### config.mk
export PLATFORM = sky130hd
export DESIGN_NAME = stack_engine
export DESIGN_NICKNAME = d
export VERILOG_FILES = /design/src/rtl/stack_engine.sv
export SDC_FILE = /design/constraint.sdc
export NUM_CORES = 1
export LEC_CHECK = 0
export ABC_AREA = 1
export ABC_CLOCK_PERIOD_IN_PS = 10700
export BUFFER_PORTS_ARGS = -buffer_cell sky130_fd_sc_hd__buf_2
export CORE_AREA = 2 2 152 154
export CTS_CLUSTER_SIZE = 10
export DETAILED_ROUTE_END_ITERATION = 8
export DIE_AREA = 0 0 154 156
export GPL_TIMING_DRIVEN = 0
export PLACE_DENSITY = 0.95
export SLEW_MARGIN = 20
export SYNTH_ARGS = -nofsm -noshare
export SYNTH_HDL_FRONTEND = slang
export SYNTH_SLANG_ARGS = --single-unit
### constraint.sdc
create_clock -name clk -period 10.7 [get_ports clk]
set_clock_uncertainty 0.1 [all_clocks]
set_input_delay 0.535 -clock clk [delete_from_list [all_inputs] [get_ports clk]]
set_output_delay 0.535 -clock clk [all_outputs]
set_load 0.03 [all_outputs]
### src/rtl/stack_engine.sv
module stack_engine #(
  parameter int AW = 64,
  parameter int DW = 64,
  parameter logic [AW-1:0] INIT_TOP = 64'h200
) (
  input  logic          clk,
  input  logic          rst_n,
  input  logic          push_req,
  input  logic          pop_req,
  input  logic [DW-1:0] push_data,
  output logic          busy,
  output logic          done,
  output logic          align_err,
  output logic [DW-1:0] pop_data,
  output logic [AW-1:0] sp_out,
  output logic          mem_req,
  output logic          mem_we,
  output logic [AW-1:0] mem_addr,
  output logic [DW-1:0] mem_wdata,
  input  logic [DW-1:0] mem_rdata
);
  localparam int SLOT_BYTES = DW / 8;
  localparam int LOW_BITS = $clog2(SLOT_BYTES);
  localparam logic [AW-1:0] STEP = AW'(SLOT_BYTES);

  typedef enum logic [2:0] {S_IDLE, S_DEC, S_WR, S_RD, S_INC, S_FIN} state_t;

  state_t        state;
  logic [AW-1:0] sp;
  logic [DW-1:0] hold;
  logic          misaligned;

  assign misaligned = |sp[LOW_BITS-1:0];

  always_ff @(posedge clk) begin
    if (!rst_n) begin
      state     <= S_IDLE;
      sp        <= INIT_TOP;
      hold      <= '0;
      pop_data  <= '0;
      align_err <= 1'b0;
    end else begin
      align_err <= 1'b0;
      case (state)
        S_IDLE: if (push_req || pop_req) begin
          if (misaligned) align_err <= 1'b1;
          else if (push_req) begin
            hold  <= push_data;
            state <= S_DEC;
          end else state <= S_RD;
        end
        S_DEC: begin
          sp    <= sp - STEP;
          state <= S_WR;
        end
        S_WR: state <= S_FIN;
        S_RD: state <= S_INC;
        S_INC: begin
          pop_data <= mem_rdata;
          sp       <= sp + STEP;
          state    <= S_FIN;
        end
        S_FIN: state <= S_IDLE;
        default: state <= S_IDLE;
      endcase
    end
  end

  assign busy      = (state != S_IDLE);
  assign done      = (state == S_FIN);
  assign mem_req   = (state == S_WR) || (state == S_RD);
  assign mem_we    = (state == S_WR);
  assign mem_addr  = sp;
  assign mem_wdata = hold;
  assign sp_out    = sp;

  p_push_dec_r2: assert property (@(posedge clk) disable iff (!rst_n)
    (state == S_WR) |-> (sp == $past(sp) - STEP));

  p_pop_inc_r3: assert property (@(posedge clk) disable iff (!rst_n)
    (state == S_FIN && $past(state) == S_INC) |-> (sp == $past(sp) + STEP));

  p_done_pulse_r4: assert property (@(posedge clk) disable iff (!rst_n)
    done |=> !done);

  p_err_quiet_r6: assert property (@(posedge clk) disable iff (!rst_n)
    align_err |-> (!busy && !mem_req && $stable(sp)));

  p_busy_hold_r7: assert property (@(posedge clk) disable iff (!rst_n)
    (busy && !done) |=> busy);

  p_addr_align_r9: assert property (@(posedge clk) disable iff (!rst_n)
    mem_req |-> (mem_addr[LOW_BITS-1:0] == '0));
endmodule

# [After elaboration in Yosys (flattened, before gate mapping)]
# Cells that the tools add are included.
[op_classes] mux=6 n_eq_ne=7 addsub=2 n_bitwise=1 n_reduce_logical=10
[op_table] cell="$pmux W64 S2" n=1
[op_table] cell="$add A64 B4 Y64 const B" n=1
[op_table] cell="$sub A64 B4 Y64 const B" n=1
[op_table] cell="$pmux W3 S4" n=1
[op_table] cell="$eq A3 B2 Y1 const B" n=2
[op_table] cell="$eq A3 B3 Y1 const B" n=2
[op_table] cell="$mux W3" n=2
[op_table] cell="$ne A2 B2 Y1 const B" n=2
[op_table] cell="$reduce_and A4 Y1" n=1
[op_table] cell="$eq A3 B1 Y1 const B" n=1
[op_table] cell="$logic_not A3 Y1" n=1
[op_table] cell="$reduce_and A3 Y1" n=1
[op_table] cell="$reduce_bool A3 Y1" n=1
[op_table] cell="$reduce_or A3 Y1" n=1
[op_table] cell="$logic_or A1 B1 Y1" n=2
[op_table] cell="$mux W2" n=1
[op_table] cell="$reduce_and A2 Y1" n=1
[op_table] cell="$reduce_bool A2 Y1" n=1
[op_table] cell="$reduce_or A2 Y1" n=1
[op_table] cell="$mux W1" n=1
[op_table] cell="$not A1 Y1" n=1
[totals] inputBits=132 out_inout_bits=261 ff_bits=196

# [Longest topological paths before layout]
# Gate-level depths: netlist of run 1.
[depth] ltp_word=4 depth_mapped=19

# [Worst setup path before layout of run 1]
# OpenSTA, ideal clock, no wires.
[synth_timing] path_kind="flip-flop to flip-flop" start="register state[0]" end="register sp[61] (netlist: mem_addr[61])" stages_incl_launch_ff=18 arrival_time_ps=3990 synth_period_minus_slack_ps=4198 path_slack_ps=6502 required_ps=10491 cell_sequence="dfxtp_1 nor2_1 nand2_1 buf_4 clkbuf_1 ha_1 nand2_1 inv_1 a21oi_1 nand3_1 nand2_1 nand3_1 nand2_1 nand2_1 nand2_1 nand3_1 nand2_1 inv_1"
[synth_between] elab_chain_len=2
[synth_lines] item="from (decl)" line="28" text="state_t state;"
[synth_lines] item="from (signal assigned)" line="37" text="state <= S_IDLE;"
[synth_lines] item="from (signal assigned)" line="49" text="state <= S_DEC;"
[synth_lines] item="from (signal assigned)" line="50" text="end else state <= S_RD;"
[synth_lines] item="$eq A3 B3 Y1 or $eq A3 B1 Y1 (tied branches)" line="44" text="case (state)"
[synth_lines] item="$pmux W64 S2 or $reduce_bool A2 Y1 (tied branches)"
[synth_lines] item="to (signal assigned)" line="53" text="sp <= sp - STEP;"
[synth_lines] item="to (signal assigned)" line="60" text="sp <= sp + STEP;"
[synth_lines] item="to (decl)" line="29" text="logic [AW-1:0] sp;"
# Several ways; a longest one is shown, not always the timed one.
# A chain may end at the register's enable or synchronous reset.

# [Final worst setup path of run 1]
[layout_timing] start="register state[0]" end="register sp[45] (netlist: mem_addr[45])"
# The elaborated chain is that of the path after synthesis.

==> results.md, run 1 <==
* EDFF count, synth at 0
* Nets at 2608
* Setup Crit Path Kind: reg2reg
* Min-delay src: push_req
* Total Wirelength at slightly above 50 mm
* Final Hold Fails at 0
* HP Class: in2reg
* CTS tree: built
* Seq/Total Area, Yosys at 30.7%
* Mean Syn Cell Area at 6.27 sq um
* Max-cap viol count at 0
* Core Region at 22400 sq um
* # DRC at 0
* Final min period at 4.03 ns
* Share of cells above drive strength 1 at 22.7%
* Clk_lat worst skew at 0.46 ns
* CTS Buf Count at 17
* Period utilization at 37.6%
* Leakage at around 9 nW
* Gr busiest metal: met2
* Unique masters post-synth at 41
* Die area at 24000 sq um
* TritonCTS Sinks at 192
* Post-CTS sizing at 0
* Final-report max-slew violation count at 0
* GRT overflow at 0
* Reg clk slew, reported paths at 0.09 ns
* WL/cell at 18.7 microns
* R2R cell count at 18
* Synth top area share at 30.7%
* Warnings from Yosys at 0
* Hold depth at 2
* Crit-path max FO at 50
* Cells after synthesis at 1999
* Worst EP arrival at 4.28 ns
* Maximum vdd drop at roughly 0.17 mV
* DRT Pass-1 Iters at 7
* Area delta synth->final at 24.0%
* Asr flop ratio synth at 0%
* Largest net degree at the start of global routing at 51
* Initial core utilization at 56.0%
* Fmax at 0.248 GHz
* CP startpoint: state[0]
* Met2 Usage GRT at 63.6%
* Hold buffer count at cts at 0
* Via-per-instance ratio at 5.46
* GPL Wtd Cong at approximately 0.99
* Pwr dens at 283 nW/um^2
* H-tree levels at 4
* Antenna violation net count after detailed routing at 0
* Routing usage on met1 at 50.9%
* Yosys reg bits at 192
* GR Util met3 at 10.2%
* Rows at 55
* RR Startpoint: state[0]
* Initial antenna violation count at 10
* Vias at ~15k
* Biggest area consumer among synthesized cells: dfxtp_1
* # IOs at 393
* Vias in the first global route at 13.3k
* Setup violations, final at 0
* Status: complete, no violations
* Bufs on Longest Clock Path at 2
* CTS Root Cell: clkbuf_16
* GRT Total Usage at 40.5%
* Slew headroom at between 20 and 30%
* Dominant synthesized flop cell: dfxtp_1
* First-pass GRT wire length at 74.5 mm
* Startpoint Class: register
* Setup TNS Final at 0 ns
* 1st-iter DRT viols at 1539
* Post-Syn Area at 12500 sq um
* Critical path capture point type: register
* Util after Layout at 69.4%
* Chip width at 154 microns
* Worst slew pin tran at 1.08 ns
* RSZ-0062 raised after global routing: no
* Die height at 156 microns
* Port bufs at 384
* Worst path required time at 10.95 ns
* Setup Buffers After CTS at 0
* Hpwl dp at ~41 mm
* Largest cells by area after synthesis: dfxtp_1, nand2_1, inv_1
## flip-flops by register name (all words and copies together) (netlist names)
register   cells
state          3
pop_data      64
mem_addr      61
mem_wdata     64
## cell usage after synthesis, types with 2 or more instances
cell and instances:
nand2_1 447, inv_1 356, nor2_1 224, o21ai_0 203, dfxtp_1 192, a21oi_1 149
nand3_1 99, buf_4 69, ha_1 66, clkbuf_1 43, o21bai_1 22, nand2_2 15
buf_2 12, nand4_1 11, nor2_2 11, xor2_1 11, a31oi_1 7, inv_2 6
xnor2_1 6, buf_1 5, nor3_1 5, nor4_2 5, nand3_2 4, nor2_4 4
o211ai_1 4, or2_2 4, nor4_1 3, and2_1 2, and3_1 2
## kinds of logic (layout without fill, tap and decap cells)
group | after synthesis | after routing | synth area share [%]
AO/OA/AOI/OAI | 392 | 392 | 16.4
XOR/XNOR | 17 | 17 | 1.19
other | 1 | 19 | 0.0299
adder cells (fa/ha/maj) | 67 | 67 | 6.75
AND/OR/NAND/NOR | 839 | 839 | 28.0
flip-flops | 192 | 192 | 30.7
buffers and inverters | 491 | 908 | 16.9
## metal layers
layer / part of all wire, % / vias up
met5: 0 / -
met4: 6.0 / 0
met3: 10 / 197
met2: 44 / 837
met1: 40 / 6787
li1: - / 7021
## placed cells by master (no fill, tap or decap), types with 6 or more instances in the layout
cell	Yosys	final
clkbuf_1	43	42
clkbuf_16	0	17
xnor2_1	6	6
nand3_1	99	99
inv_1	356	356
xor2_1	11	11
inv_2	6	6
a21oi_1	149	149
nand4_1	11	11
conb_1	1	7
o21bai_1	22	22
dfxtp_1	192	192
ha_1	66	66
buf_2	12	396
nand2_1	447	447
nor2_2	11	11
a31oi_1	7	7
buf_4	69	69
nor2_1	224	224
nand2_2	15	15
diode_2	0	12
o21ai_0	203	203
## report_power, final
part / total (W) / leakage [nW] / switching [W] / internal [W]
Sequential: 0.000938 / 1.58 / 0.000115 / 0.000823
Clock: 0.000720 / 0.315 / 0.000369 / 0.000351
Combinational: 0.00274 / 7.13 / 0.00190 / 0.000838
## final timing paths
| kind | to | slack [ns] |
|---|---|---|
| worst max register to register | mem_addr[45] | 6.67 |
| worst min register to register | mem_wdata[39] | 0.35 |
| worst min-delay path | state[1] | 0.23 |
| worst max-delay path | mem_addr[45] | 6.67 |
## area by class of cell
type	count	area, sq um
multi-input combinational	1322	6590
fill	1973	6830
timing repair buffer	385	1940
tap	285	357
antenna	12	30.0
buffer	129	762
clock inverter	15	221
inverter	362	1360
sequential	192	3840
clock buffer	17	425
## stage by stage
stage | power, W | cell area, sq um | setup slack (ns) | hold WS, ns | std cells
CTS | 0.00433 | 15500 | 6.83 | 0.222 | 2707
global route | 0.00469 | 15500 | 6.48 | 0.234 | 2717
detailed placement | 0.00361 | 14900 | 6.86 | 0.334 | 2675
finish | 0.00440 | 15500 | 6.67 | 0.230 | 2719
floorplan | 0.00285 | 12600 | 6.50 | 0.364 | 2005
global placement | 0.00357 | 14800 | 4.55 | 0.328 | 2674
## worst max-delay path, cell delays in order, from the launching register on
cell      delay [ns]
dfxtp_1         0.42
nor2_1          0.11
nand2_1         0.22
buf_4           0.23
clkbuf_4        0.40
buf_12          0.31
ha_1            0.33
nand2_1         0.16
inv_1           0.05
a21oi_1         0.25
nand3_1         0.30
nand2_1         0.14
nand3_1         0.26
nand2_1         0.16
nand2_1         0.06
nand2_1         0.06
nand3_1         0.15
nand2_1         0.12
inv_1           0.04
Note: power is estimated with default switching activity, not from simulation.
==> run 2, diff against run 1 <==
- ABC_CLOCK_PERIOD_IN_PS: 10700 -> 4000
- CORE_AREA: 2 2 152 154 -> unset
- CORE_UTILIZATION: unset -> 52
- DIE_AREA: 0 0 154 156 -> unset
- PLACE_DENSITY: 0.95 -> 0.93
- clock period: 10.7 -> 4 ns (I/O delays scaled with it)
==> results.md, run 2 <==
* # IOs at 393
* Die height at about 160 microns
* Post-CTS sizing at 0
* Post-Place Setup Slack at 0.128 ns
* Warnings from Yosys at 0
* Initial core utilization at 53.2%
* Status: did not finish
* Chip width at 157 microns
* Synth top area share at between 30% and 40%
* GRT overflow at 1
* First-pass GRT wire length at 90.6 mm
* CTS Buf Count at 17
* TritonCTS Sinks at around 190
* Log Error: [ERROR GRT-0116] Global routing finished with congestion. Check the congestion regions in the DRC Viewer.
* Unique masters post-synth at 41
* Synth cell count leaders: nand2_1, inv_1, nor2_1, o21ai_0, dfxtp_1
* Fail Step: global routing (5_1_grt)
* Largest net degree at the start of global routing at 40
* Asr flop ratio synth at 0%
* CTS Root Cell: clkbuf_16
* GPL Wtd Cong at a little under 1
* Dominant synthesized flop cell: dfxtp_1
* Yosys reg bits at around 190
* Bufs on Longest Clock Path at 2
* Mean Syn Cell Area at about 6.3 sq um
* Biggest area consumer among synthesized cells: dfxtp_1
* Most frequent cell after synthesis: nand2_1
* Rows at 56
* Port bufs at around 380
* EDFF count, synth at 0
* H-tree levels at 4
* Seq/Total Area, Yosys at 30.7%
* Largest cells by area after synthesis: dfxtp_1, nand2_1, inv_1
* Hpwl dp at between 30 and 40 mm
* Vias in the first global route at roughly 15k
* Cells after synthesis at roughly 2k
* Post-Syn Area at ~13000 sq um
* GRT Total Usage at 50.5%
run 2: metal layers:
metal | GRT usage [%] | overflow
met5 | 7.04 | 0
met4 | 36.2 | 0
met3 | 29.6 | 0
met2 | 69.4 | 1
met1 | 57.1 | 0
run 2: kinds of logic after synthesis:
| group | share of synthesized area [%] |
|---|---|
| simple gates | 28.0 |
| buf+inv | 16.9 |
| compound gates | 16.4 |
| flops | 30.7 |
| fa+ha+maj | 6.75 |
| xor+xnor | 1.19 |
| other cells | 0.0299 |
run 2: repair_timing:
| item | CTS |
|---|---|
| setup buffers | 0 |
| hold buffers | 113 |
| endpoints found under the hold margin | 113 |
run 2: through the flow:
| stage | std cells | instance area (sq um) |
|---|---|---|
| after CTS | 2854 | 16700 |
| after detailed placement | 2709 | 14900 |
| after global placement | 2708 | 14900 |
| after floorplan | 2005 | 12600 |
==> run 3, diff against run 2 <==
- CORE_UTILIZATION: 52 -> 40
- CTS_CLUSTER_SIZE: 10 -> unset
- PLACE_DENSITY: 0.93 -> unset
- PLACE_DENSITY_LB_ADDON: unset -> 0.15
==> results.md, run 3 (synthesized netlist as in run 1, its figures left out) <==
* Status: complete, no violations
* Min-delay src: mem_wdata[8]
* Largest net degree at the start of global routing at 56
* Combinational fraction of design power at 63.5%
* Initial antenna violation count at 2
* Final min period at around 3.7 ns
* Total Wirelength at about 48 mm
* Leakage at 9.55 nW
* DR WL met3 at roughly 3.6 mm
* GRT Total Usage at 29.3%
* Setup violations, final at 0
* Die height at 179 microns
* Initial core utilization at 40.9%
* H-tree levels at 4
* Antenna violation net count after detailed routing at 0
* Area delta synth->final at 35.0%
* Total power at approximately 0.012 W
* Commonest non-fill, non-tap cell in the layout: nand2_1
* Sw Pwr at a little over 0.006 W
* Max Used Layer: met4
* HP Class: reg2reg
* Clock power share at 15.1%
* CTS Buf Count at 17
* Seq pwr share at 21.4%
* Final Hold Fails at 0
* Via-per-instance ratio at 4.89
* Min-Delay Endpoint: mem_wdata[8]
* Bufs on Longest Clock Path at 2
* Critical path capture point type: register
* RR Startpoint: state[0]
* Maximum vdd drop at 0.360 mV
* Max-cap viol count at 0
* Slew headroom at just over 40%
* Fmax at 0.271 GHz
* Pwr dens at 685 nW/um^2
* Final Worst Setup Slack at a little over 0.3 ns
* Worst slew pin tran at around 0.88 ns
* Vias at 14.4k
* R2R cell count at 18
* Die area at 32000 sq um
* Placement Cell Area at 15000 sq um
* Share of cells above drive strength 1 at 21.6%
* Post-Place Setup Slack at 0.0376 ns
* CTS Root Cell: clkbuf_16
* Core Region at 30700 sq um
* WL/cell at between 15 and 20 microns
* First-pass GRT wire length at slightly above 70 mm
* Met2 Wirelength at 22.5 mm
* Hpwl dp at 37.7 mm
* Crit-path max FO at 55
* Worst path required time at 4.26 ns
* Port bufs at 384
* Period utilization at ~92%
* Startpoint Class: register
* GRT overflow at 0
* # DRC at 0
* Vias in the first global route at ~13k
* Util after Layout at between 50% and 60%
* GPL Wtd Cong at 0.961
* # IOs at 393
* Chip width at 179 microns
* DRT Pass-1 Iters at 5
* 1st-iter DRT viols at just over 1k
* Final-report max-slew violation count at 0
* Filler Cells Inserted at 3079
* Hold depth at 2
* Reg-to-Reg End: mem_addr[61]
* Switching Share at 53.7%
* RSZ-0062 raised after global routing: no
* Rows at 64
* Final Non-Filler Cells at slightly below 3k
* Worst EP arrival at a little under 4 ns
* Clk_lat worst skew at 0.47 ns
* Nets at 2738
* Reg clk slew, reported paths at 0.08 ns
* R2R Setup Slk at 0.30 ns
* Dpl cells at around 2.8k
* Pint at between 0.005 and 0.006 W
* Final instance area at 16900 sq um
* CTS tree: built
* M1 WL at slightly above 20 mm
* Leading cell types in the layout, fill and taps excluded: nand2_1, buf_2, inv_1
* TritonCTS Sinks at 192
* Setup Crit Path Kind: reg2reg
-- run 3: metrics by stage --
stage,hold slack (ns),TNS (ns)
floorplan,0.217,0
global placement,0.330,-18.88
detailed placement,0.332,0
CTS,0.344,0
global route,0.355,0
finish,0.344,0
-- run 3: critical path: stages (launching register included) --
cell and delay, ns:
dfxtp_1 0.40, nor2_1 0.10, nand2_1 0.24, buf_4 0.24, buf_6 0.25, buf_16 0.29
ha_1 0.34, nand2_1 0.16, inv_1 0.06, a21oi_1 0.30, nand3_2 0.22, nand2_1 0.13
nand3_2 0.26, nand2_1 0.17, nand2_1 0.06, nand2_1 0.06, nand3_1 0.06, nand2_1 0.09
inv_1 0.03
-- run 3: power groups by stage --
stage / Combinational (W) / Sequential [W] / Clock [W]
floorplan: 0.00463 / 0.00300 / 0
global placement: 0.00708 / 0.00251 / 0
detailed placement: 0.00713 / 0.00252 / 0
CTS: 0.00728 / 0.00248 / 0.00178
global route: 0.00816 / 0.00252 / 0.00185
finish: 0.00736 / 0.00248 / 0.00175
-- run 3: cell type report --
class | count | area, sq um | area share [%]
Clock inverter | 15 | 169 | 0.999
Antenna cell | 2 | 5.00 | 0.0296
Clock buffer | 17 | 425 | 2.51
Sequential cell | 192 | 3840 | 22.7
Buffer | 129 | 766 | 4.53
Timing Repair Buffer | 515 | 3250 | 19.2
Tap cell | 396 | 495 | 2.93
Inverter | 362 | 1360 | 8.03
Multi-Input combinational cell | 1322 | 6600 | 39.0
-- run 3: worst max path at each step --
stage	end	slack [ns]	startpoint
after floorplan	mem_addr[61]	0.73	state[0]
after global placement	mem_addr[61]	-0.83	state[0]
after detailed placement	mem_addr[61]	0.04	state[0]
after CTS	mem_addr[61]	0.15	state[0]
after global routing	mem_addr[61]	0.05	state[0]
final	mem_addr[61]	0.30	state[0]
-- run 3: layer usage --
layer,global-route usage (%),vias to the layer above
met3,5.45,104
met1,36.5,6516
met4,12.4,0
met2,49.2,512
met5,0,-
li1,-,7279
-- run 3: repair_timing --
action                                 CTS  global route
hold buffers                           130             0
resized for setup                        1             3
setup endpoints to repair                1             5
buffers inserted                         0             0
endpoints found under the hold margin  130             0
==> run 4, diff against run 3 <==
- ABC_CLOCK_PERIOD_IN_PS: 4000 -> 3400
- clock period: 4 -> 3.4 ns (I/O delays scaled with it)
==> results.md, run 4 (synthesized netlist as in run 1, its figures left out) <==
* Chip width at 179 microns
* Crit-path max FO at 23
* Vias at roughly 15k
* Period utilization at a little over nine tenths
* Final Worst Setup Slack at ~0.2 ns
* Bufs on Longest Clock Path at 2
* Area delta synth->final at 37.9%
* GPL Wtd Cong at roughly 0.96
* Slew headroom at 40.2%
* RR Startpoint: state[0]
* Worst slew pin tran at 0.897 ns
* Status: complete, no violations
* Final-report max-slew violation count at 0
* TritonCTS Sinks at 192
* Critical path capture point type: register
* CTS Buf Count at 17
* Reg clk slew, reported paths at 0.08 ns
* CP most frequent cell: nand2_1
* Maximum vdd drop at ~0.42 mV
* Hpwl dp at 37.7 mm
* # IOs at 393
* GRT Total Usage at 29.6%
* Final min period at 3.20 ns
* Rows at between 60 and 70
* WL/cell at 16.8 microns
* Initial core utilization at 40.9%
* GRT overflow at 0
* Setup violations, final at 0
* Slowest-stage cell, CP: ha_2
* Core Region at 30700 sq um
* CTS Root Cell: clkbuf_16
* 1st-iter DRT viols at 1013
* Worst EP arrival at 3.46 ns
* Leakage at 9.61 nW
* Setup Crit Path Kind: reg2reg
* Pwr dens at 813 nW/um^2
* Die height at 179 microns
* Post-Place Setup Slack at -0.562 ns
* Via-per-instance ratio at 4.93
* Startpoint Class: register
* Initial antenna violation count at 2
* Top cell family by delay on the critical path: simple AND/OR/NAND/NOR gates
* CP bufs+invs at 5
* Nets at 2742
* Commonest non-fill, non-tap cell in the layout: nand2_1
* Setup TNS Final at 0 ns
* Clk_lat worst skew at roughly 0.47 ns
* DRT Pass-1 Iters at 7
* Vias in the first global route at ~13k
* First-pass GRT wire length at 71.5 mm
* Min-delay src: mem_wdata[8]
* RSZ-0062 raised after global routing: yes
* Max stage delay on crit path at 0.39 ns
* Crit-path cells: nor2_2 > nand2_2 > buf_4 > buf_12 > clkbuf_16 > ha_2 > nand2_1 > inv_1 > nand2_1 > nor4_4 > nand3_1 > nand4_1 > nand3_1 > nand2_1 > inv_1
* Filler Cells Inserted at about 3.1k
* Worst path required time at 3.67 ns
* Antenna violation net count after detailed routing at 0
* Largest net degree at the start of global routing at 29
* Total power at ~0.014 W
* HP Class: reg2reg
* # DRC at 0
* Fmax at 0.313 GHz
* Share of cells above drive strength 1 at 24.6%
* Die area at 32000 sq um
* CTS tree: built
* Leading cell types in the layout, fill and taps excluded: nand2_1, buf_2, inv_1
* H-tree levels at 4
* Max-cap viol count at 0
* Total Wirelength at 49.5 mm
* Port bufs at 384
* CP startpoint: state[0]
* Final Hold Fails at 0
==> run 4: area by class of cell <==
class / instances / area, sq um / share of cell area, %
Multi-Input combinational cell: 1322 / 6890 / 39.9
Sequential cell: 192 / 3840 / 22.2
Timing Repair Buffer: 519 / 3320 / 19.2
Inverter: 362 / 1360 / 7.86
Buffer: 129 / 774 / 4.48
Tap cell: 396 / 495 / 2.87
Clock buffer: 17 / 425 / 2.46
Clock inverter: 15 / 169 / 0.977
Antenna cell: 2 / 5.00 / 0.0290
==> run 4: final timing paths <==
check,end,slack (ns),cells after the start
hold reg to reg,mem_wdata[8],0.34,2
hold / removal,mem_wdata[8],0.34,2
setup / recovery,mem_addr[51],0.20,15
setup reg to reg,mem_addr[51],0.20,15
==> run 4: what timing repair did <==
item | in CTS | in global routing
gates cloned | 1 | 1
resized for setup | 23 | 64
pin swaps | 3 | 3
setup endpoints to repair | 42 | 36
hold endpoints to repair | 130 | 0
hold buffers | 130 | 0
setup buffers | 0 | 2
==> run 4: per-layer routing <==
layer	track usage (%)	share of wire, %	vias up
li1	-	-	7304
met1	36.8	42	6670
met2	49.9	47	503
met3	5.60	7.2	88
met4	12.1	3.6	0
met5	0	0	-
==> run 4: stage by stage <==
stage               utilization, %  hold WS (ns)  area [sq um]  instances
floorplan                        -         0.187         12600       2005
global placement              48.8         0.314         15000       2785
detailed placement            48.9         0.326         15000       2786
CTS                           55.6         0.344         17000       2949
global route                  56.4         0.355         17300       2954
finish                        56.4         0.342         17300       2954
==> run 4: worst min-delay path: cells and delay by family, from the launching register on <==
kind	cells	cell delay, ns
buffers and inverters	1	0.04
flip-flops	1	0.31
AO/OA/AOI/OAI	1	0.05
==> run 4: where the power goes <==
group          switching [W]  total, W  internal [W]  leakage [nW]
clock                0.00107   0.00206      0.000989         0.282
sequential          0.000336   0.00293       0.00259          1.58
combinational        0.00615   0.00908       0.00292          7.75
total                0.00756    0.0141       0.00650          9.61
